File: config.mk
export PLATFORM = sky130hd
export DESIGN_NAME = tape_cmd_unit
export DESIGN_NICKNAME = d
export VERILOG_FILES = /design/src/rtl/tape_cmd_pkg.sv /design/src/rtl/tape_cmd_ctrl.sv /design/src/rtl/tape_cmd_status.sv /design/src/rtl/tape_cmd_unit.sv
export SDC_FILE = /design/constraint.sdc
export NUM_CORES = 1
export LEC_CHECK = 0
export BUFFER_PORTS_ARGS = -buffer_cell sky130_fd_sc_hd__buf_2
export CAP_MARGIN = 20
export CORE_ASPECT_RATIO = 1.5
export CORE_MARGIN = 4
export CORE_UTILIZATION = 37
export CTS_CLUSTER_DIAMETER = 30
export CTS_CLUSTER_SIZE = 12
export DETAILED_ROUTE_END_ITERATION = 10
export PLACE_DENSITY = 0.58
export SKIP_CTS_REPAIR_TIMING = 1
export SLEW_MARGIN = 5
export SYNTH_ARGS = -nofsm -noshare
export SYNTH_HDL_FRONTEND = slang
export SYNTH_SLANG_ARGS = --single-unit
File: constraint.sdc
create_clock -name clk -period 6.82 [get_ports clk]
set_clock_uncertainty 0.2 [all_clocks]
set_input_delay 2.046 -clock clk [delete_from_list [all_inputs] [get_ports clk]]
set_output_delay 2.046 -clock clk [all_outputs]
set_load 0.01 [all_outputs]
File: src/rtl/tape_cmd_pkg.sv
package tape_cmd_pkg;

  localparam logic [7:0] FN_CLEAR   = 8'o300;
  localparam logic [7:0] FN_WRITE   = 8'o031;
  localparam logic [7:0] FN_READ    = 8'o023;
  localparam logic [7:0] FN_GAP     = 8'o011;
  localparam logic [7:0] FN_FWDSP   = 8'o003;
  localparam logic [7:0] FN_BACKSP  = 8'o041;
  localparam logic [7:0] FN_REWIND  = 8'o201;
  localparam logic [7:0] FN_REWOFF  = 8'o101;
  localparam logic [7:0] FN_FMARK   = 8'o035;

  localparam int NUM_FUNCS = 8;
  localparam logic [7:0] FUNC_TABLE [NUM_FUNCS] = '{
    FN_WRITE, FN_READ, FN_GAP, FN_FWDSP, FN_BACKSP, FN_REWIND, FN_REWOFF, FN_FMARK
  };

  localparam logic [8:0] ST_LOCAL  = 9'o400;
  localparam logic [8:0] ST_EOF    = 9'o200;
  localparam logic [8:0] ST_BOT    = 9'o100;
  localparam logic [8:0] ST_EOT    = 9'o040;
  localparam logic [8:0] ST_TIMING = 9'o020;
  localparam logic [8:0] ST_REJECT = 9'o010;
  localparam logic [8:0] ST_WLOCK  = 9'o004;
  localparam logic [8:0] ST_PARITY = 9'o002;
  localparam logic [8:0] ST_BUSY   = 9'o001;
  localparam logic [8:0] ST_ENG_MASK = ST_EOF | ST_BOT | ST_EOT | ST_TIMING | ST_PARITY;

  typedef struct packed {
    logic accept;
    logic reject;
    logic clear;
    logic refresh;
    logic doneRew;
    logic doneRwOff;
    logic doneFmark;
    logic doneOther;
  } ctrlStrb_t;

  function automatic logic fnKnown(input logic [7:0] code);
    logic hit;
    hit = 1'b0;
    for (int i = 0; i < NUM_FUNCS; i++) begin
      if (code == FUNC_TABLE[i]) hit = 1'b1;
    end
    return hit;
  endfunction

  function automatic logic fnIsRewind(input logic [7:0] code);
    return (code == FN_REWIND) || (code == FN_REWOFF);
  endfunction

  function automatic logic fnMovesBack(input logic [7:0] code);
    return (code == FN_BACKSP) || fnIsRewind(code);
  endfunction

  function automatic logic fnWrites(input logic [7:0] code);
    return (code == FN_WRITE) || (code == FN_GAP) || (code == FN_FMARK);
  endfunction

endpackage

File: src/rtl/tape_cmd_ctrl.sv
module tape_cmd_ctrl
  import tape_cmd_pkg::*;
#(
  parameter int START_DELAY = 1000
) (
  input  logic       clk,
  input  logic       rst_n,
  input  logic       hostWrStb,
  input  logic [7:0] hostWrData,
  input  logic       statRdStb,
  input  logic       driveAttached,
  input  logic       writeProtect,
  input  logic       botSet,
  input  logic       engDone,
  output ctrlStrb_t  strb,
  output logic       active,
  output logic       engStart,
  output logic [7:0] engFunc,
  output logic       engAbort,
  output logic       dataChanClr,
  output logic       goOffline
);

  localparam int CW = (START_DELAY < 2) ? 1 : $clog2(START_DELAY + 1);
  localparam logic [CW-1:0] CNT_LOAD = CW'(START_DELAY - 1);

  typedef enum logic [1:0] {PH_IDLE, PH_WAIT, PH_RUN} phase_t;

  phase_t      phase;
  logic [CW-1:0] cnt;
  logic [7:0]  funcQ;
  logic        isClr, badCode, rewindBusy, runDone;

  assign active = (phase != PH_IDLE);

  always_comb begin
    isClr      = (hostWrData == FN_CLEAR);
    rewindBusy = active && fnIsRewind(funcQ);
    badCode    = !fnKnown(hostWrData) || active || !driveAttached ||
                 (botSet && fnMovesBack(hostWrData)) ||
                 (writeProtect && fnWrites(hostWrData));
    runDone    = (phase == PH_RUN) && engDone;

    strb           = '0;
    strb.clear     = hostWrStb && isClr && !rewindBusy;
    strb.accept    = hostWrStb && !isClr && !badCode;
    strb.reject    = hostWrStb && !isClr && badCode;
    strb.refresh   = statRdStb;
    strb.doneRew   = runDone && (funcQ == FN_REWIND);
    strb.doneRwOff = runDone && (funcQ == FN_REWOFF);
    strb.doneFmark = runDone && (funcQ == FN_FMARK);
    strb.doneOther = runDone && !fnIsRewind(funcQ) && (funcQ != FN_FMARK);
  end

  always_ff @(posedge clk) begin
    if (!rst_n) begin
      phase <= PH_IDLE;
      cnt   <= '0;
      funcQ <= '0;
    end else if (strb.clear) begin
      phase <= PH_IDLE;
      cnt   <= '0;
      funcQ <= '0;
    end else if (strb.accept) begin
      phase <= PH_WAIT;
      cnt   <= CNT_LOAD;
      funcQ <= hostWrData;
    end else begin
      case (phase)
        PH_WAIT: begin
          if (cnt == '0) phase <= PH_RUN;
          else           cnt   <= cnt - 1'b1;
        end
        PH_RUN:  if (engDone) phase <= PH_IDLE;
        default: phase <= PH_IDLE;
      endcase
    end
  end

  assign engStart    = (phase == PH_WAIT) && (cnt == '0);
  assign engFunc     = funcQ;
  assign engAbort    = strb.clear;
  assign dataChanClr = strb.accept || strb.clear;
  assign goOffline   = strb.doneRwOff;

  // the start pulse lasts one cycle
  a_r2_start_single: assert property (@(posedge clk) disable iff (!rst_n)
    engStart |=> !engStart);

  // a reject from idle never starts an operation
  a_r3_reject_idle: assert property (@(posedge clk) disable iff (!rst_n)
    (strb.reject && !active) |=> !active);

  // clear always leaves the controller idle
  a_r7_clear_idle: assert property (@(posedge clk) disable iff (!rst_n)
    strb.clear |=> !active);

  // accept never coincides with clear or reject
  a_r2_strobe_excl: assert property (@(posedge clk) disable iff (!rst_n)
    $countones({strb.accept, strb.reject, strb.clear}) <= 1);

endmodule

File: src/rtl/tape_cmd_status.sv
module tape_cmd_status
  import tape_cmd_pkg::*;
(
  input  logic       clk,
  input  logic       rst_n,
  input  ctrlStrb_t  strb,
  input  logic       active,
  input  logic       driveAttached,
  input  logic       writeProtect,
  input  logic       tapeAtStart,
  input  logic       hostFlagClr,
  input  logic [8:0] engResult,
  output logic [8:0] statusWord,
  output logic       cmdFlag,
  output logic       botSet
);

  logic [8:0] initVal, nxtStatus;
  logic       nxtFlag, raiseFlag;

  always_comb begin
    if (driveAttached)
      initVal = (tapeAtStart ? ST_BOT : 9'd0) | (writeProtect ? ST_WLOCK : 9'd0);
    else
      initVal = ST_LOCAL | ST_BUSY;
  end

  always_comb begin
    nxtStatus = statusWord;
    nxtFlag   = cmdFlag;
    raiseFlag = strb.doneRew || strb.doneFmark || strb.doneOther;
    if (strb.clear) begin
      nxtStatus = initVal;
      nxtFlag   = 1'b0;
    end else if (strb.accept) begin
      nxtStatus = ST_BUSY;
      nxtFlag   = 1'b0;
    end else begin
      if (strb.doneRew)   nxtStatus = (nxtStatus | ST_BOT) & ~ST_BUSY;
      if (strb.doneRwOff) nxtStatus = ST_LOCAL | ST_BUSY;
      if (strb.doneFmark) nxtStatus = (nxtStatus | ST_EOF) & ~ST_BUSY;
      if (strb.doneOther) nxtStatus = (nxtStatus | (engResult & ST_ENG_MASK)) & ~ST_BUSY;
      if (strb.reject)    nxtStatus = nxtStatus | ST_REJECT;
      if (strb.refresh) begin
        if (driveAttached)
          nxtStatus = (nxtStatus & ~(ST_LOCAL | ST_WLOCK | ST_BUSY)) |
                      (active ? ST_BUSY : 9'd0) | (writeProtect ? ST_WLOCK : 9'd0);
        else
          nxtStatus = ST_LOCAL | ST_BUSY;
      end
      if (raiseFlag)        nxtFlag = 1'b1;
      else if (hostFlagClr) nxtFlag = 1'b0;
    end
  end

  always_ff @(posedge clk) begin
    if (!rst_n) begin
      statusWord <= initVal;
      cmdFlag    <= 1'b0;
    end else begin
      statusWord <= nxtStatus;
      cmdFlag    <= nxtFlag;
    end
  end

  assign botSet = (statusWord & ST_BOT) != 9'd0;

  // acceptance leaves busy alone in status and the flag low
  a_r2_accept_busy: assert property (@(posedge clk) disable iff (!rst_n)
    strb.accept |=> (statusWord == ST_BUSY) && !cmdFlag);

  // a reject sets the reject bit
  a_r3_reject_bit: assert property (@(posedge clk) disable iff (!rst_n)
    (strb.reject && !strb.refresh) |=> statusWord[3]);

  // rewind completion
  a_r9_rewind_done: assert property (@(posedge clk) disable iff (!rst_n)
    (strb.doneRew && !strb.clear && !strb.refresh) |=> statusWord[6] && !statusWord[0] && cmdFlag);

  // rewind-offline completion leaves local+busy and no flag
  a_r10_rwoff_done: assert property (@(posedge clk) disable iff (!rst_n)
    (strb.doneRwOff && !strb.clear && !strb.reject) |=> (statusWord == (ST_LOCAL | ST_BUSY)) && (cmdFlag == $past(cmdFlag)));

  // file mark completion
  a_r11_fmark_done: assert property (@(posedge clk) disable iff (!rst_n)
    (strb.doneFmark && !strb.clear && !strb.refresh) |=> statusWord[7] && !statusWord[0] && cmdFlag);

  // a read with no drive yields local plus busy
  a_r8_detached_read: assert property (@(posedge clk) disable iff (!rst_n)
    (strb.refresh && !driveAttached && !strb.clear) |=> statusWord == (ST_LOCAL | ST_BUSY));

  // host flag clear takes effect when no completion competes
  a_r13_flag_clear: assert property (@(posedge clk) disable iff (!rst_n)
    (hostFlagClr && !strb.doneRew && !strb.doneFmark && !strb.doneOther) |=> !cmdFlag);

endmodule

File: src/rtl/tape_cmd_unit.sv
module tape_cmd_unit
  import tape_cmd_pkg::*;
#(
  parameter int START_DELAY = 1000
) (
  input  logic       clk,
  input  logic       rst_n,
  input  logic       hostWrStb,
  input  logic [7:0] hostWrData,
  input  logic       statRdStb,
  input  logic       hostFlagClr,
  input  logic       driveAttached,
  input  logic       writeProtect,
  input  logic       tapeAtStart,
  input  logic       engDone,
  input  logic [8:0] engResult,
  output logic [8:0] statusWord,
  output logic       cmdFlag,
  output logic       engStart,
  output logic [7:0] engFunc,
  output logic       engAbort,
  output logic       dataChanClr,
  output logic       goOffline
);

  ctrlStrb_t strb;
  logic      active;
  logic      botSet;

  tape_cmd_ctrl #(.START_DELAY(START_DELAY)) u_ctrl (
    .clk          (clk),
    .rst_n        (rst_n),
    .hostWrStb    (hostWrStb),
    .hostWrData   (hostWrData),
    .statRdStb    (statRdStb),
    .driveAttached(driveAttached),
    .writeProtect (writeProtect),
    .botSet       (botSet),
    .engDone      (engDone),
    .strb         (strb),
    .active       (active),
    .engStart     (engStart),
    .engFunc      (engFunc),
    .engAbort     (engAbort),
    .dataChanClr  (dataChanClr),
    .goOffline    (goOffline)
  );

  tape_cmd_status u_status (
    .clk          (clk),
    .rst_n        (rst_n),
    .strb         (strb),
    .active       (active),
    .driveAttached(driveAttached),
    .writeProtect (writeProtect),
    .tapeAtStart  (tapeAtStart),
    .hostFlagClr  (hostFlagClr),
    .engResult    (engResult),
    .statusWord   (statusWord),
    .cmdFlag      (cmdFlag),
    .botSet       (botSet)
  );

  initial begin
    if (START_DELAY < 1) $error("START_DELAY must be at least 1");
  end

endmodule

# == Word level (Yosys, flattened, before mapping) ==
# Cells that the tools add are included.
# W data, S select, Z words.
# word_totals
ff_bits,30
in_bits,26
word_cells,112
# classes
n_addsub,1
eq_ne,20
mux,35
n_bitwise,6
n_reduce_logical,43
# op_table
op,count
$mux W9,12
$eq A8 B5 Y1 const B,4
$mux W10,3
$eq A8 B8 Y1 const B,3
$or A9 B9 Y9,2
$eq A8 B7 Y1 const B,2
$logic_and A1 B1 Y1,15
$mux W7,2
$logic_or A1 B1 Y1,12
$mux W1,12
$logic_not A10 Y1,1
$sub A10 B1 Y10 const B,1
$or A8 B9 Y9,1
$or A9 B8 Y9,1
$eq A8 B2 Y1 const B,1
$eq A8 B4 Y1 const B,1
$eq A8 B6 Y1 const B,1
$mux W8,1
$ne A8 B5 Y1 const B,1
$reduce_and A2 Y1,4
$logic_not A1 Y1,6
$reduce_bool A2 Y1,3
$mux W2,2
$mux W4,1
11 further kinds,13

# == Depth between registers and ports, before layout ==
# Gate-level depths: netlist of the first run.
# depth
depth_word,30
mapped_depth,8

# == Modules after synthesis ==
# Synthesis of the first run repeated with hierarchy kept, for this count alone.
# unflattened
cells_unflattened,202
hier_area_um2,1834.3
# by_module_without_submodules
module,instances,cells_each,area_per_inst_um2
tape_cmd_ctrl,1,158,1397.6
tape_cmd_status,1,44,436.7

# == Least setup slack after synthesis of the first run ==
# Ideal clock, no wire load.
# synth_path
kind,in2out
startpoint,input hostWrData[1]
endpoint,output dataChanClr
arrival_time_ns,3.344
t_required_ns,4.574
path_slack_ns,1.230
cell_stages,5
path_buffers,1
cell_sequence,or4_4 > nor4b_4 > o21ai_2 > buf_2 > nand2_1
# synth_between
elab_chain_cells,17
# synth_lines
item,line,text
from (decl),tape_cmd_unit.sv:9,"input logic [7:0] hostWrData,"
$eq A8 B5 Y1,"tape_cmd_pkg.sv:44, tape_cmd_pkg.sv:58",
$mux W1 (8 in series),tape_cmd_pkg.sv:44,if (code == FUNC_TABLE[i]) hit = 1'b1;
$logic_not A1 Y1,tape_cmd_ctrl.sv:39,badCode = !fnKnown(hostWrData) || active || !driveAttached ||
$logic_or A1 B1 Y1 (3 in series),tape_cmd_ctrl.sv:39,
$logic_or A1 B1 Y1,tape_cmd_ctrl.sv:40,(botSet && fnMovesBack(hostWrData)) ||
$logic_not A1 Y1,tape_cmd_ctrl.sv:46,strb.accept = hostWrStb && !isClr && !badCode;
$logic_and A1 B1 Y1,tape_cmd_ctrl.sv:46,
$logic_or A1 B1 Y1 (*),tape_cmd_ctrl.sv:83,assign dataChanClr = strb.accept || strb.clear;
to (decl),tape_cmd_unit.sv:22,"output logic dataChanClr,"
# Mark *: on every way between the ends. The rest lies on a longest branch, timed or not.

# == Worst setup path in the final report of the first run ==
# Same ends and word-level chain as after synthesis.

==> summary.md, run 1 <==
| Metric | Value |
|---|---|
| Outcome | completed |
| Area grow syn2layout | 19.7% |
| Syn Nets | ~210 |
| Sequential share of power | about 53% |
| Die footprint | between 0.005 and 0.006 mm² |
| Via Count | about 1.4k |
| Critical path, cell by cell | buf_2, or4_4, nor4b_4, o21ai_2, nand2_1, buf_2 |
| Share of layout cells above drive strength 1 | approximately a quarter |
| Synth Cell Area | approximately 0.0016 mm² |
| Worst setup EP type | output port |
| Clock Root Buffer | clkbuf_8 |
| Slowest CP cell | or4_4 |
| Most used cell along the critical path | buf_2 |
| Die X | slightly above 60 µm |
| NetSw | about 83 µW |
| Worst-Margin Slew | a little over 1 ns |
| Worst R2R Start | u_ctrl.engFunc[0]$_SDFFE_PP0P_ |
| TritonCTS Buffers | 5 |
| Final setup viols | 0 |
| WP data arrival | between 3 and 4 ns |
| DR WL/cell | about 14 µm |
| Asr flop ratio synth | 0% |
| Vias in the first global route | ~1.2k |
| Clock Latency Late Sink | 0.28 ns |
| Core area | 0.00399 mm² |
| RSZ-0062 raised after global routing | false |
| Largest net degree at the start of global routing | 22 |
| Ports | 48 |
| Row Count | 28 |
| Global-route wire length before repair | ~6000 µm |
| Top_reg_cell synth | dfxtp_1 |
| CP Class | in -> out |
| Overflow after GRT | 0 |
| Delay-heaviest family, CP | simple AND/OR/NAND/NOR gates |
| Max H-tree Level | 2 |
| Period minus WS final | ~5.9 ns |
| Worst-case clock buffer depth | 2 |
| Crit path from | hostWrData[1] |
| DR iter-0 viols | 22 |
| Clk sink count | 30 |
| Die Ht | between 80 and 90 µm |
| Final nets | approximately 250 |
| CTS tree | yes |
| Initial antenna violation count | 0 |
| Register area share after synthesis | around two fifths |
| Final cycle utilization of the critical path | between 80% and 90% |
| Final Hold Fails | 0 |
| Slew Limit Fails | 0 |
| Gate power share | under 10% |
| Total Wirelength | about 3800 µm |
| MaxCap Viol Count | 0 |
| Worst path max stage delay | approximately 0.57 ns |
| Fmax | approximately 0.17 GHz |
| Diodes inserted | 0 |
| Mapped Cells | 180 |
| Final Hold Slack | approximately 0.27 ns |
| Distinct cell type count after synthesis | 50 |
| Relative slew slack | 30.4% |
| P_leak | a little under 0.0008 µW |
| Power per Cell Area | between 150 and 200 mW/mm² |
| Critical path launch point type | input port |
| DP HPWL | between 2000 and 3000 µm |
| Clock group share of total power | between 30% and 40% |
| Antenna viol nets, final | 0 |
| Vias per cell | approximately 5.3 |
| Hold path start | u_status.statusWord[3]$_SDFF_PP0_ |
| Warnings, synthesis | 0 |
| # DRC | 0 |
| Starting density of the core | 38.9% |
| Drt first pass iters | 4 |
| Yosys reg bits | 30 |
| Switching share of power | 23.8% |
| Hold crit path type | reg -> reg |
| Pint | 264 µW |
| CP required | between 4 and 5 ns |
| Total GRT Usage | about 15% |
| Reg clk slew, reported paths | 0.06 ns |
| Setup TNS Final | 0 ns |
| Worst Path Buf+Inv | 2 |
| Final GP Congestion | between 0.7 and 0.8 |
| Post-synth EDFFs | 3 |
| Synth Area per Inst | about 8.6 µm² |
| VDD IR max | ~0.00014 V |
| I/O Buffers | 43 |
| Crit Path Max Fanout | 15 |
-- cell families (layout without fill, tap and decap cells) --
group                      count (synthesis)  count (layout)  synth area share, %
and+or+nand+nor                           83              83                 28.7
buffers and inverters                     15              58                 4.75
DFF                                       30              30                 40.6
muxes                                      2               2                 1.29
AOI/OAI and AO/OA                         43              43                 20.5
xor gates and xnor gates                   6               6                 3.38
adders and majority gates                  1               1                0.806
-- stage by stage --
stage               instance area (µm²)  util (%)  setup slack, ns  power [µW]  instances
global placement                   1780      44.5            0.944         218        260
floorplan                          1550         -             1.23         204        180
finish                             1860      46.5            0.959         347        268
global route                       1860      46.5            0.862         363        268
detailed placement                 1780      44.5            0.936         218        260
CTS                                1860      46.5            0.937         352        268
-- worst paths after layout --
path                                  endpoint  slack [ns]  cells after the start
min          u_status.statusWord[3]$_SDFF_PP0_        0.27                      2
max                                dataChanClr        0.96                      6
max reg2reg     u_status.statusWord[6]$_DFF_P_        4.20                      6
min reg2reg  u_status.statusWord[3]$_SDFF_PP0_        0.27                      2
-- metal layers --
| layer | wire [µm] | track usage (%) | share of wire (%) |
|---|---|---|---|
| met1 | 1670 | 19.2 | 44 |
| met2 | 1810 | 23.3 | 48 |
| met3 | 222 | 4.75 | 5.9 |
| met4 | 53 | 4.73 | 1.4 |
| met5 | 0 | 0 | 0 |
-- power by group through the flow --
stage	logic, µW	registers [µW]	clock network, µW
global route	34.1	184	146
CTS	31.1	183	137
floorplan	15.8	188	0
global placement	30.8	187	0
detailed placement	30.9	187	0
finish	30.9	183	133
-- layout by cell type, fill, tap and decap left out, drive strengths merged, types with 2 or more instances in the layout --
| master | netlist | routed |
|---|---|---|
| xor2 | 3 | 3 |
| and2 | 2 | 2 |
| or3 | 5 | 5 |
| a21oi | 15 | 15 |
| dfxtp | 27 | 27 |
| nor4b | 2 | 2 |
| clkbuf | 1 | 6 |
| nand2 | 23 | 23 |
| nand2b | 3 | 3 |
| inv | 7 | 7 |
| xnor2 | 3 | 3 |
| o211a | 2 | 2 |
| nor2b | 2 | 2 |
| mux2i | 2 | 2 |
| nor3 | 9 | 9 |
| a31oi | 3 | 3 |
| buf | 7 | 43 |
| nand3b | 2 | 2 |
| nor3b | 3 | 3 |
| clkinv | 0 | 2 |
| a211oi | 5 | 5 |
| nand3 | 5 | 5 |
| a22oi | 3 | 3 |
| nor2 | 18 | 18 |
| edfxtp | 3 | 3 |
| o21ai | 3 | 3 |
| nor4 | 4 | 4 |
-- cell usage after synthesis, types with 2 or more instances --
cell type	n	area share [%]
nand2b_1	3	1.2
nor2b_1	2	0.81
nand3_1	5	1.6
dfxtp_1	27	35
inv_1	7	1.7
nor3_1	9	2.9
nor4_1	3	1.2
a22oi_1	3	1.5
nor2_1	18	4.4
xor2_1	3	1.7
edfxtp_1	3	5.8
o211a_1	2	1.3
xnor2_1	3	1.7
or3_1	5	2.0
nand3b_1	2	0.97
nand2_1	23	5.6
buf_2	5	1.6
nor3b_1	3	1.5
a31oi_1	3	1.2
mux2i_1	2	1.3
and2_1	2	0.81
o21ai_2	2	1.1
a21oi_1	15	4.8
a211oi_1	4	1.9
-- worst min-delay path: cells and delay by family, from the launching register on --
kind,cells,cell delay [ns]
DFF,1,0.31
and+or+nand+nor,1,0.05
AOI/OAI and AO/OA,1,0.06
-- state kept, by name, summed over array words and instances (netlist names) --
signal	flops
u_status.cmdFlag	1
u_status.statusWord	9
u_ctrl.phase	2
u_ctrl.engFunc	8
u_ctrl.cnt	10
-- final cells by class --
| type | count | area (µm²) |
|---|---|---|
| flip-flops and latches | 30 | 631 |
| repair buffers | 43 | 215 |
| inverters | 7 | 26.3 |
| fillers | 440 | 2140 |
| well taps | 45 | 56.3 |
| clock buffers | 6 | 72.6 |
| clock inverters | 2 | 8.76 |
| multi-input cells | 135 | 848 |
No activity file was read; power rests on OpenSTA's default activity.
==> run 2: changes to the inputs <==
RECOVER_POWER = 25   (was default)
==> run 2 against run 1 <==
Effect of this change: final area down 0.88%; global-route usage unchanged; flip-flop and latch count did not move; core utilization fell by 0.41 points; fmax barely moved; sequential share of layout area up 0.30 points; total power decreased by 0.16%; via count is essentially flat; non-clock buffer count stayed put; largest power group unchanged; worst setup slack barely moved; final cell count did not move; combinational power decreased by 2%.
==> summary.md, run 2 (synthesis gave the netlist of run 1 again) <==
| Metric | Value |
|---|---|
| Final Hold Fails | 0 (unchanged) |
| Most flops, register | u_ctrl.cnt |
| Most common cell after layout, fill and taps aside | buf_2 |
| WHS Endpoint | u_status.statusWord[3]$_SDFF_PP0_ |
| Worst r2r dst | u_status.statusWord[6]$_DFF_P_ |
| Row Count | 28 (unchanged) |
| Die Ht | 87.3 µm (unchanged) |
| Commonest non-fill, non-tap cells in the layout | 30 x buf_2, 27 x dfxtp_1, 23 x nand2_1 |
| Via Count | 1422 (-0.070%) |
| CP required | 4.57 ns (about the same) |
| VDD IR max | 0.000141 V (about the same) |
| Max reg flops | 10 (unchanged) |
| Reg clk slew, reported paths | 0.06 ns (about the same) |
| Hold crit path type | reg -> reg |
| Hold path start | u_status.statusWord[3]$_SDFF_PP0_ |
| Share of layout cells above drive strength 1 | 20.2% (-5.8 points) |
| Worst R2R Start | u_ctrl.engFunc[0]$_SDFFE_PP0P_ |
| Final nets | 249 (unchanged) |
| Die footprint | 0.00532 mm² (unchanged) |
| Final cycle utilization of the critical path | 85.9% (about the same) |
| Final GP Congestion | 0.792 (unchanged) |
| Multi-input logic area | 848 µm² (unchanged) |
| Total GRT Usage | 14.9% (unchanged) |
| # DRC | 0 (unchanged) |
| Relative slew slack | 30.4% (unchanged) |
| Critical path launch point type | input port |
| Crit Path Max Fanout | 15 (unchanged) |
| Clk sink count | 30 (unchanged) |
| Die X | 60.9 µm (unchanged) |
| Worst setup EP type | output port |
| Clock Latency Late Sink | 0.28 ns (about the same) |
| CTS tree | yes |
| RSZ-0062 raised after global routing | false |
| Largest net degree at the start of global routing | 22 (unchanged) |
| Power per Cell Area | 188 mW/mm² (+0.72%) |
| WP data arrival | 3.61 ns (about the same) |
| Diodes inserted | 0 (unchanged) |
| Max H-tree Level | 2 (unchanged) |
| Worst Hold Depth | 2 (unchanged) |
| Initial antenna violation count | 0 (unchanged) |
| Antenna viol nets, final | 0 (unchanged) |
| DR WL/cell | 14.1 µm (+0.37%) |
| Drt first pass iters | 4 (unchanged) |
| DR iter-0 viols | 22 (unchanged) |
| TritonCTS Buffers | 5 (unchanged) |
| P_leak | 0.000728 µW (-6.7%) |
| Power, Total | 346 µW (-0.16%) |
| I/O Buffers | 43 (unchanged) |
| Filler cell count | 444 (+0.91%) |
| Final setup viols | 0 (unchanged) |
| Global-route wire length before repair | 5950 µm (unchanged) |
| Vias per cell | 5.31 (about the same) |
| Vias in the first global route | 1234 (unchanged) |
| Fmax | 0.171 GHz (about the same) |
| Reg2reg setup slack | 4.19 ns (about the same) |
| Outcome | completed |
| DP HPWL | 2870 µm (unchanged) |
| Core area | 0.00399 mm² (unchanged) |
| Worst Reg-to-Reg Cells | 6 (unchanged) |
| MaxCap Viol Count | 0 (unchanged) |
| Worst-Margin Slew | 1.04 ns (unchanged) |
| Starting density of the core | 38.9% (unchanged) |
| Period minus WS final | 5.86 ns (-0.000278 ns) |
| Ports | 48 (unchanged) |
| Setup TNS Final | 0 ns (unchanged) |
| CP Class | in -> out |
| Total Wirelength | 3770 µm (+0.37%) |
| Overflow after GRT | 0 (unchanged) |
| Worst-case clock buffer depth | 2 (unchanged) |
| Slew Limit Fails | 0 (unchanged) |
| Clock Root Buffer | clkbuf_8 |
| Area grow syn2layout | 18.6% |
| Register area | 631 µm² (unchanged) |
-- run 2: through the flow --
step           util, %  worst slack, ns  cell area (µm²)  hold slack [ns]  cells
5_1_grt           46.1            0.862             1840            0.302    268
2_1_floorplan        -             1.23             1550            0.263    180
3_3_place_gp      44.5            0.944             1780            0.256    260
4_1_cts           46.5            0.937             1860            0.268    268
6_report          46.1            0.960             1840            0.268    268
3_5_place_dp      44.5            0.936             1780            0.254    260
-- run 2: worst max-delay path, cell delays in order --
cell	delay [ns]
buf_2	0.13
or4_4	0.57
nor4b_4	0.33
o21ai_2	0.26
nand2_1	0.13
buf_2	0.13
-- run 2: how the worst max path moves through the flow --
stage                   to  slack, ns          start
2_1_floorplan  dataChanClr       1.23  hostWrData[1]
3_3_place_gp   dataChanClr       0.94  hostWrData[1]
3_5_place_dp   dataChanClr       0.94  hostWrData[1]
4_1_cts        dataChanClr       0.94  hostWrData[1]
5_1_grt        dataChanClr       0.86  hostWrData[1]
6_report       dataChanClr       0.96  hostWrData[1]
-- run 2: final cells by class --
class,instances,share of cell area [%]
Clock inverter,2,0.476
Multi-Input combinational cell,135,46.1
Timing Repair Buffer,43,10.8
Tap cell,45,3.06
Sequential cell,30,34.2
Inverter,7,1.43
Clock buffer,6,3.94
-- run 2: where the power goes --
group	switching, µW	internal [µW]	total (µW)	leakage (µW)
Sequential	1.92	182	183	0.000249
Combinational	18.0	12.3	30.2	0.000436
Clock	62.8	69.9	133	0.0000426
-- run 2: metal layers --
| metal | up-vias | global-route usage, % | share of wire, % |
|---|---|---|---|
| li1 | 739 | - | - |
| met1 | 642 | 19.2 | 45 |
| met2 | 36 | 23.3 | 48 |
| met3 | 5 | 4.75 | 5.8 |
| met4 | 0 | 4.73 | 1.4 |
| met5 | - | 0 | 0 |
